`src/rtl/sport_pkg.sv`:
```
package sport_pkg;
  localparam int REG_W = 8;

  typedef enum logic [1:0] {
    MODE_SHIFT     = 2'd0,
    MODE_UART8     = 2'd1,
    MODE_UART9_FIX = 2'd2,
    MODE_UART9_TMR = 2'd3
  } sport_mode_e;

  typedef enum logic [1:0] {
    SEL_CTRL = 2'd0,
    SEL_DATA = 2'd1,
    SEL_PWR  = 2'd2,
    SEL_NONE = 2'd3
  } sport_sel_e;

  typedef struct packed {
    logic        rx_done;
    logic        tx_done;
    logic        rx9;
    logic        tx9;
    logic        rx_en;
    logic        mp_en;
    sport_mode_e mode;
  } sport_ctrl_t;

  // Modes 2 and 3 carry a ninth payload bit.
  function automatic logic has_ninth(sport_mode_e m);
    return m[1];
  endfunction

  // Multiprocessor filter: ninth bit in 9-bit modes, stop bit in 8-bit mode.
  function automatic logic frame_accept(sport_mode_e m, logic mp, logic bit9, logic stopb);
    if (!mp) return 1'b1;
    return has_ninth(m) ? bit9 : stopb;
  endfunction
endpackage

```
`src/rtl/sport_baud.sv`:
```
module sport_baud import sport_pkg::*; #(
  parameter int OS          = 16,
  parameter int FIX_DIV     = 64,
  parameter int TMR_PER_BIT = 32
) (
  input  logic        clk,
  input  logic        rst_n,
  input  sport_mode_e mode,
  input  logic        dbl,
  input  logic        tmr_tick,
  output logic        os_tick
);
  localparam int FIX_OS = FIX_DIV / OS;
  localparam int TMR_OS = TMR_PER_BIT / OS;
  localparam int MAX_OS = (FIX_OS > TMR_OS) ? FIX_OS : TMR_OS;
  localparam int CW     = $clog2(MAX_OS) + 1;

  logic [CW-1:0] cnt, lim;
  logic          step, wrap;

  always_comb begin
    if (mode == MODE_UART9_FIX) begin
      step = 1'b1;
      lim  = dbl ? CW'(FIX_OS / 2 - 1) : CW'(FIX_OS - 1);
    end else begin
      step = tmr_tick;
      lim  = dbl ? CW'(TMR_OS / 2 - 1) : CW'(TMR_OS - 1);
    end
  end

  assign wrap    = (cnt >= lim);
  assign os_tick = step & wrap;

  always_ff @(posedge clk or negedge rst_n) begin
    if (!rst_n)    cnt <= '0;
    else if (step) cnt <= wrap ? '0 : cnt + 1'b1;
  end


  fix_rate_chk: assert property (@(posedge clk) disable iff (!rst_n)
    (os_tick && mode == MODE_UART9_FIX) ##1 (mode == MODE_UART9_FIX) |-> !os_tick);
endmodule

```
`src/rtl/sport_sync.sv`:
```
module sport_sync #(
  parameter int DW  = 8,
  parameter int DIV = 12
) (
  input  logic          clk,
  input  logic          rst_n,
  input  logic          start_tx,
  input  logic          start_rx,
  input  logic [DW-1:0] tx_data,
  input  logic          rxd_in,
  output logic          busy,
  output logic          drv,
  output logic          sclk,
  output logic          dout,
  output logic          done_tx,
  output logic          done_rx,
  output logic [DW-1:0] rx_data
);
  localparam int HALF = DIV / 2;
  localparam int CW   = $clog2(DIV);
  localparam int BW   = $clog2(DW);

  logic [CW-1:0] ph;
  logic [BW-1:0] idx;
  logic [DW-1:0] sh;
  logic          dir_rx;
  logic          last, final_bit;

  assign last      = busy && (ph == CW'(DIV - 1));
  assign final_bit = last && (idx == BW'(DW - 1));

  always_ff @(posedge clk or negedge rst_n) begin
    if (!rst_n) begin
      busy <= 1'b0; dir_rx <= 1'b0; ph <= '0; idx <= '0; sh <= '0;
    end else if (!busy) begin
      if (start_tx) begin
        busy <= 1'b1; dir_rx <= 1'b0; ph <= '0; idx <= '0; sh <= tx_data;
      end else if (start_rx) begin
        busy <= 1'b1; dir_rx <= 1'b1; ph <= '0; idx <= '0;
      end
    end else begin
      ph <= last ? '0 : ph + 1'b1;
      if (dir_rx && ph == CW'(HALF - 1)) sh <= {rxd_in, sh[DW-1:1]};
      if (last) begin
        if (!dir_rx) sh <= {1'b0, sh[DW-1:1]};
        idx <= idx + 1'b1;
        if (final_bit) busy <= 1'b0;
      end
    end
  end

  assign drv     = busy && !dir_rx;
  assign sclk    = busy ? (ph >= CW'(HALF)) : 1'b1;
  assign dout    = drv ? sh[0] : 1'b1;
  assign done_tx = final_bit && !dir_rx;
  assign done_rx = final_bit && dir_rx;
  assign rx_data = sh;


  shift_data_stable_chk: assert property (@(posedge clk) disable iff (!rst_n)
    (drv && ph != '0) |-> $stable(dout));
endmodule

```
`src/rtl/sport_atx.sv`:
```
module sport_atx #(
  parameter int DW = 8,
  parameter int OS = 16
) (
  input  logic          clk,
  input  logic          rst_n,
  input  logic          os_tick,
  input  logic          start,
  input  logic          ninth_en,
  input  logic          ninth,
  input  logic [DW-1:0] data,
  output logic          busy,
  output logic          line,
  output logic          stop_ev
);
  localparam int PW = $clog2(DW + 3);
  localparam int SW = $clog2(OS);

  logic [PW-1:0] pos, last_pos;
  logic [SW-1:0] sub;
  logic [DW:0]   sh;
  logic          n9, in_stop, bit_end;

  assign last_pos = n9 ? PW'(DW + 1) : PW'(DW);
  assign bit_end  = busy && os_tick && (sub == SW'(OS - 1));
  assign stop_ev  = bit_end && !in_stop && (pos == last_pos);

  always_ff @(posedge clk or negedge rst_n) begin
    if (!rst_n) begin
      busy <= 1'b0; line <= 1'b1; pos <= '0; sub <= '0; sh <= '0; n9 <= 1'b0; in_stop <= 1'b0;
    end else if (!busy) begin
      if (start) begin
        busy <= 1'b1; line <= 1'b0; pos <= '0; sub <= '0;
        sh <= {ninth, data}; n9 <= ninth_en; in_stop <= 1'b0;
      end
    end else if (os_tick) begin
      sub <= sub + 1'b1;
      if (bit_end) begin
        if (in_stop) begin
          busy <= 1'b0; line <= 1'b1;
        end else if (pos == last_pos) begin
          in_stop <= 1'b1; line <= 1'b1;
        end else begin
          pos <= pos + 1'b1; line <= sh[0]; sh <= sh >> 1;
        end
      end
    end
  end


  stop_high_chk: assert property (@(posedge clk) disable iff (!rst_n)
    stop_ev |=> line);
endmodule

```
`src/rtl/sport_arx.sv`:
```
module sport_arx #(
  parameter int DW = 8,
  parameter int OS = 16
) (
  input  logic          clk,
  input  logic          rst_n,
  input  logic          os_tick,
  input  logic          en,
  input  logic          ninth_en,
  input  logic          rxd_in,
  output logic          busy,
  output logic          done_ev,
  output logic          abort_ev,
  output logic [DW-1:0] data_o,
  output logic          bit9_o,
  output logic          stop_o
);
  localparam int PW = $clog2(DW + 3);
  localparam int SW = $clog2(OS);

  logic          s1, s2, prev;
  logic [SW-1:0] sub;
  logic [PW-1:0] pos, last_pay;
  logic [DW:0]   sh;
  logic          mid;

  assign last_pay = ninth_en ? PW'(DW + 1) : PW'(DW);
  assign mid      = busy && os_tick && (sub == SW'(OS / 2 - 1));
  assign abort_ev = mid && (pos == '0) && s2;
  assign done_ev  = mid && (pos == last_pay + 1'b1);
  assign data_o   = ninth_en ? sh[DW-1:0] : sh[DW:1];
  assign bit9_o   = sh[DW];
  assign stop_o   = s2;

  always_ff @(posedge clk or negedge rst_n) begin
    if (!rst_n) begin
      s1 <= 1'b1; s2 <= 1'b1; prev <= 1'b1;
      busy <= 1'b0; sub <= '0; pos <= '0; sh <= '0;
    end else begin
      s1 <= rxd_in;
      s2 <= s1;
      if (os_tick) begin
        prev <= s2;
        if (!busy) begin
          if (en && prev && !s2) begin
            busy <= 1'b1; sub <= '0; pos <= '0;
          end
        end else begin
          sub <= sub + 1'b1;
          if (mid) begin
            if (pos == '0) begin
              if (s2) busy <= 1'b0;
              else    pos  <= pos + 1'b1;
            end else if (pos <= last_pay) begin
              sh  <= {s2, sh[DW:1]};
              pos <= pos + 1'b1;
            end else begin
              busy <= 1'b0;
            end
          end
        end
      end
    end
  end


  abort_quiet_chk: assert property (@(posedge clk) disable iff (!rst_n)
    abort_ev |=> !busy);
endmodule

```
`src/rtl/sport_unit.sv`:
```
module sport_unit import sport_pkg::*; #(
  parameter int OS          = 16,
  parameter int SYNC_DIV    = 12,
  parameter int FIX_DIV     = 64,
  parameter int TMR_PER_BIT = 32
) (
  input  logic             clk,
  input  logic             rst_n,
  input  logic [1:0]       addr,
  input  logic             wr_en,
  input  logic [REG_W-1:0] wr_data,
  output logic [REG_W-1:0] rd_data,
  input  logic             tmr_tick,
  input  logic             rxd_in,
  output logic             rxd_out,
  output logic             rxd_oe,
  output logic             txd,
  output logic             irq
);
  sport_ctrl_t      ctrl_q;
  logic             dbl_q;
  logic [REG_W-1:0] rx_buf;
  sport_mode_e      mode;
  logic             ctrl_wr, data_wr, pwr_wr;
  logic             os_tick;
  logic             sy_busy, sy_drv, sy_clk, sy_dout, sy_done_tx, sy_done_rx;
  logic [REG_W-1:0] sy_rx;
  logic             at_busy, at_line, at_stop_ev;
  logic             ar_busy, ar_done, ar_abort, ar_bit9, ar_stop;
  logic [REG_W-1:0] ar_data;
  logic             ar_accept, tx_set, rx_acc;

  assign mode    = ctrl_q.mode;
  assign ctrl_wr = wr_en && (addr == SEL_CTRL);
  assign data_wr = wr_en && (addr == SEL_DATA);
  assign pwr_wr  = wr_en && (addr == SEL_PWR);

  sport_baud #(.OS(OS), .FIX_DIV(FIX_DIV), .TMR_PER_BIT(TMR_PER_BIT)) u_baud (
    .clk(clk), .rst_n(rst_n), .mode(mode), .dbl(dbl_q), .tmr_tick(tmr_tick), .os_tick(os_tick));

  sport_sync #(.DW(REG_W), .DIV(SYNC_DIV)) u_sync (
    .clk(clk), .rst_n(rst_n),
    .start_tx(data_wr && mode == MODE_SHIFT),
    .start_rx(mode == MODE_SHIFT && ctrl_q.rx_en && !ctrl_q.rx_done),
    .tx_data(wr_data), .rxd_in(rxd_in),
    .busy(sy_busy), .drv(sy_drv), .sclk(sy_clk), .dout(sy_dout),
    .done_tx(sy_done_tx), .done_rx(sy_done_rx), .rx_data(sy_rx));

  sport_atx #(.DW(REG_W), .OS(OS)) u_atx (
    .clk(clk), .rst_n(rst_n), .os_tick(os_tick),
    .start(data_wr && mode != MODE_SHIFT),
    .ninth_en(has_ninth(mode)), .ninth(ctrl_q.tx9), .data(wr_data),
    .busy(at_busy), .line(at_line), .stop_ev(at_stop_ev));

  sport_arx #(.DW(REG_W), .OS(OS)) u_arx (
    .clk(clk), .rst_n(rst_n), .os_tick(os_tick),
    .en(ctrl_q.rx_en && mode != MODE_SHIFT), .ninth_en(has_ninth(mode)), .rxd_in(rxd_in),
    .busy(ar_busy), .done_ev(ar_done), .abort_ev(ar_abort),
    .data_o(ar_data), .bit9_o(ar_bit9), .stop_o(ar_stop));

  assign ar_accept = ar_done && frame_accept(mode, ctrl_q.mp_en, ar_bit9, ar_stop);
  assign tx_set    = sy_done_tx || at_stop_ev;
  assign rx_acc    = sy_done_rx || ar_accept;

  always_ff @(posedge clk or negedge rst_n) begin
    if (!rst_n) begin
      ctrl_q <= '0;
      dbl_q  <= 1'b0;
      rx_buf <= '0;
    end else begin
      if (ctrl_wr) ctrl_q <= sport_ctrl_t'(wr_data);
      if (pwr_wr)  dbl_q  <= wr_data[REG_W-1];
      if (tx_set)  ctrl_q.tx_done <= 1'b1;
      if (sy_done_rx) begin
        ctrl_q.rx_done <= 1'b1;
        rx_buf         <= sy_rx;
      end else if (ar_accept) begin
        ctrl_q.rx_done <= 1'b1;
        ctrl_q.rx9     <= has_ninth(mode) ? ar_bit9 : ar_stop;
        rx_buf         <= ar_data;
      end
    end
  end

  always_comb begin
    case (addr)
      SEL_CTRL: rd_data = ctrl_q;
      SEL_DATA: rd_data = rx_buf;
      SEL_PWR:  rd_data = {dbl_q, {(REG_W-1){1'b0}}};
      default:  rd_data = '0;
    endcase
  end

  assign txd     = (mode == MODE_SHIFT) ? sy_clk : at_line;
  assign rxd_out = sy_dout;
  assign rxd_oe  = (mode == MODE_SHIFT) && sy_drv;
  assign irq     = ctrl_q.tx_done || ctrl_q.rx_done;


  tx_hold_chk: assert property (@(posedge clk) disable iff (!rst_n)
    $fell(ctrl_q.tx_done) |-> $past(ctrl_wr));


  rx_enable_chk: assert property (@(posedge clk) disable iff (!rst_n)
    ($rose(ctrl_q.rx_done) && !$past(ctrl_wr)) |-> $past(ctrl_q.rx_en));


  mp_drop_chk: assert property (@(posedge clk) disable iff (!rst_n)
    (ar_done && has_ninth(mode) && ctrl_q.mp_en && !ar_bit9) |=> $stable(rx_buf));
endmodule

```
`config.mk`:
```
export PLATFORM = sky130hd
export DESIGN_NAME = sport_unit
export DESIGN_NICKNAME = d
export VERILOG_FILES = /design/src/rtl/sport_pkg.sv /design/src/rtl/sport_baud.sv /design/src/rtl/sport_sync.sv /design/src/rtl/sport_atx.sv /design/src/rtl/sport_arx.sv /design/src/rtl/sport_unit.sv
export SDC_FILE = /design/constraint.sdc
export NUM_CORES = 1
export LEC_CHECK = 0
export BUFFER_PORTS_ARGS = -buffer_cell sky130_fd_sc_hd__buf_2
export CAP_MARGIN = 20
export CORE_MARGIN = 1
export CORE_UTILIZATION = 50
export DETAILED_ROUTE_END_ITERATION = 16
export PLACE_DENSITY = 0.79
export RECOVER_POWER = 50
export SETUP_SLACK_MARGIN = 0.1
export SLEW_MARGIN = 40
export SYNTH_ARGS = -nofsm -noshare
export SYNTH_HDL_FRONTEND = slang
export SYNTH_SLANG_ARGS = --single-unit
```
`constraint.sdc`:
```
create_clock -name clk -period 2.7 [get_ports clk]
set_input_delay 0.27 -clock clk [delete_from_list [all_inputs] [get_ports clk]]
set_output_delay 0.27 -clock clk [all_outputs]
set_load 0.02 [all_outputs]
```
==> impl_metrics.yaml <==
place:
  place_area_sq_um: 4420
  port_buffers: 26
  dp_hpwl_mm: 6.06
  gp_congestion: 0.814
floorplan:
  start_util_pct: 52.6
  die-area_sq_um: 8630
  die_w_um: 92.9
  die_y_um: 92.9
  coreArea_sq_um: 7850
  rows: 32
  ios: 27
finish:
  diodes: 0
  drive_gt1_share_pct: 21.8
  nets: 459
  area_growth_pct: 11.8
  final_area_sq_um: 4620
worst_setup_path:
  path_delay_family: "simple AND/OR/NAND/NOR gates"
  crit_fanout: 19
  cp_common_cell: "buf_4"
  crit_arrival_ns: 2.70
  path_cells: "buf_4, ha_1, or3b_1, a211o_1, nor4_2, buf_4, mux2i_1, o21ai_0"
  worstPathRequired_ns: 2.93
  crit_path_start_kind: "register"
  critPathCaptureType: "register"
  timing_worst_setup_path_type: "reg2reg"
  path_buf_inv: 2
  cp_slowest_cell: "or3b_1"
  max_stage_delay_ns: 0.41
power:
  p_leak_nw: 2.08
  power_density_nw_per_um2: 912
  vdd_ir_drop_max_mv: 0.486
flow_run:
  max-cap-violations: 1
timing:
  finalMaxSlewViolations: 80
  period_minus_slack_ns: 2.48
  worst_slew_pin_slew_ns: 1.93
  finClkSkew_ns: 0.00978
  fin_setup_tns_ns: 0
  maxSlewHeadroom_pct: -28.8
  fmax_mhz: 404
  finalCritPeriodShare_pct: 91.7
  final_hold_viol_count: 0
  rsz0062_at_grt: "true"
  setup_viol: 0
clock_tree:
  cts_inserted_buffers: 9
  cts-root-buf: "clkbuf_8"
  clk_pin_slew_ns: 0.08
  insertion_delay_ns: 0.36
  cts.path.max_buffers: 2
  cts.sinks: 79
  cts_tree: "yes"
  cts.htree.levels: 3
min_path:
  hold_class: "in2reg"
status:
  violations: "capacitance limit, slew limit"
  status: "finished with violations"
synth:
  yosysWarnings: 0
  async_flop_share_pct: 100
  synth_area_per_cell_sq_um: 10.4
  synth_edf_count: 0
  ys.flop_type: "dfrtp_1"
  ys_types: 57
  syn_inst: 396
  synth_seq_area_share_pct: 48.0
  ys_ff_latch: 79
  synth_area_sq_um: 4130
  synthesis.nets: 425
route:
  vias: 3076
  wl_mm: 8.64
  ant_nets: 0
  drc: 0
  via_per_inst: 5.73
  wl_per_cell_um: 16.1
  drt-initial-drc-count: 159
  first_pass_iters: 5
global_route:
  grt_max_degree: 80
  overflow: 0
  grt_pass1_wl_mm: 14.5
  grt_pass1_vias: 2936
  antenna_found_initial: 0
  grt_usage_pct: 21.9
==> routing by layer <==
metal  GRT usage, %  share of wire [%]  up-vias
li1               -                  -     1498
met1           29.8                 48     1519
met2           35.2                 47       50
met3           4.35                3.2        9
met4           6.54                1.3        0
met5              0                  0        -
==> placed cells by master (no fill, tap or decap), types with 9 or more instances in the layout <==
cell and instances:
dfrtp_1 75, mux2_2 28, nor3_1 9, o21ai_0 25, inv_1 15, clkbuf_8 9
buf_2 23, buf_4 11, a31oi_1 11, nor2_1 25, nand2_1 35, mux2i_1 33
a21oi_1 22, ha_1 14
==> cell usage after synthesis (all sizes together) (3+ instances only) <==
cell type / number / area, sq um
dfrtp: 75 / 1880
nand2: 36 / 143
mux2i: 33 / 330
mux2: 28 / 315
o21ai: 28 / 140
nor2: 26 / 100
a21oi: 22 / 110
inv: 16 / 60.1
ha: 14 / 175
a31oi: 11 / 68.8
clkbuf: 9 / 33.8
nor3: 9 / 45.0
buf: 7 / 41.3
nand3b: 7 / 52.6
o22ai: 7 / 43.8
nand3: 6 / 30.0
a22o: 5 / 43.8
nor4: 5 / 46.3
dfstp: 4 / 105
nand2b: 4 / 25.0
or2: 4 / 27.5
xnor2: 4 / 35.0
o211ai: 3 / 22.5
==> sequential cells by signal, indices dropped and copies added (netlist names), 2 cells and up <==
name            count
u_sync.ph           4
u_arx.pos           4
u_atx.pos           4
u_arx.sub           4
u_baud.cnt          3
rx_buf              8
u_atx.sh            9
u_arx.sh            9
u_atx.sub           4
ctrl_q              6
u_sync.rx_data      8
u_sync.idx          3
mode                2
==> power breakdown <==
group | leakage [nW] | switching (mW) | internal (mW) | total [mW]
Clock | 0.0891 | 0.455 | 0.432 | 0.887
Combinational | 1.06 | 0.784 | 0.660 | 1.44
Sequential | 0.922 | 0.328 | 1.55 | 1.88
==> path summary, 6_finish.rpt <==
kind / startpoint / endpoint / slack, ns / depth (start not counted)
min in group asynchronous: rst_n / u_atx.pos[2]$_DFFE_PN0P_ / 0.98 / 2
worst max-delay path: mode[1]$_DFFE_PN0P_ / rx_buf[7]$_DFFE_PN0P_ / 0.22 / 8
worst min register to register: u_arx.s1$_DFF_PN1_ / u_arx.stop_o$_DFF_PN1_ / 0.37 / 0
worst min-delay path: rxd_in / u_arx.s1$_DFF_PN1_ / 0.02 / 1
max in group asynchronous: rst_n / u_atx.sub[2]$_DFFE_PN0P_ / 0.58 / 2
worst max register to register: mode[1]$_DFFE_PN0P_ / rx_buf[7]$_DFFE_PN0P_ / 0.22 / 8
==> what timing repair did <==
| action | in CTS | in global routing |
|---|---|---|
| hold buffers | 1 | 0 |
| setup endpoints to repair | 0 | 1 |
| endpoints found under the hold margin | 75 | 0 |
| gates resized for setup | 0 | 1 |
| setup buffers | 0 | 0 |
==> logic make-up after synthesis <==
group / count (synthesis) / share of synthesized area [%]
adder cells (fa/ha/maj): 14 / 4.24
multiplexers: 61 / 15.6
AND/OR/NAND/NOR: 115 / 14.6
XOR/XNOR: 6 / 1.27
AO/OA/AOI/OAI: 89 / 13.0
flip-flops: 79 / 48.0
buffers and inverters: 32 / 3.27
==> per-stage QoR <==
stage	power [mW]	cells	utilization, %	hold slack (ns)	worst slack (ns)
finish	4.21	537	58.9	0.0194	0.225
global route	4.51	537	58.9	0.00739	0.0973
CTS	4.22	537	59.0	0.0169	0.215
detailed placement	3.33	520	56.3	0.355	0.217
global placement	3.25	520	56.2	0.347	0.279
floorplan	2.91	396	-	-0.0256	0.256
==> area by class of cell <==
cell class                      instances  area (sq um)
Fill cell                             690          3230
Multi-Input combinational cell        285          2030
Sequential cell                        79          1980
Timing Repair Buffer                   39           224
Clock buffer                           10           128
Tap cell                              102           128
Clock inverter                          6          70.1
Inverter                               16          60.1
(Power assumes the default switching activity.)
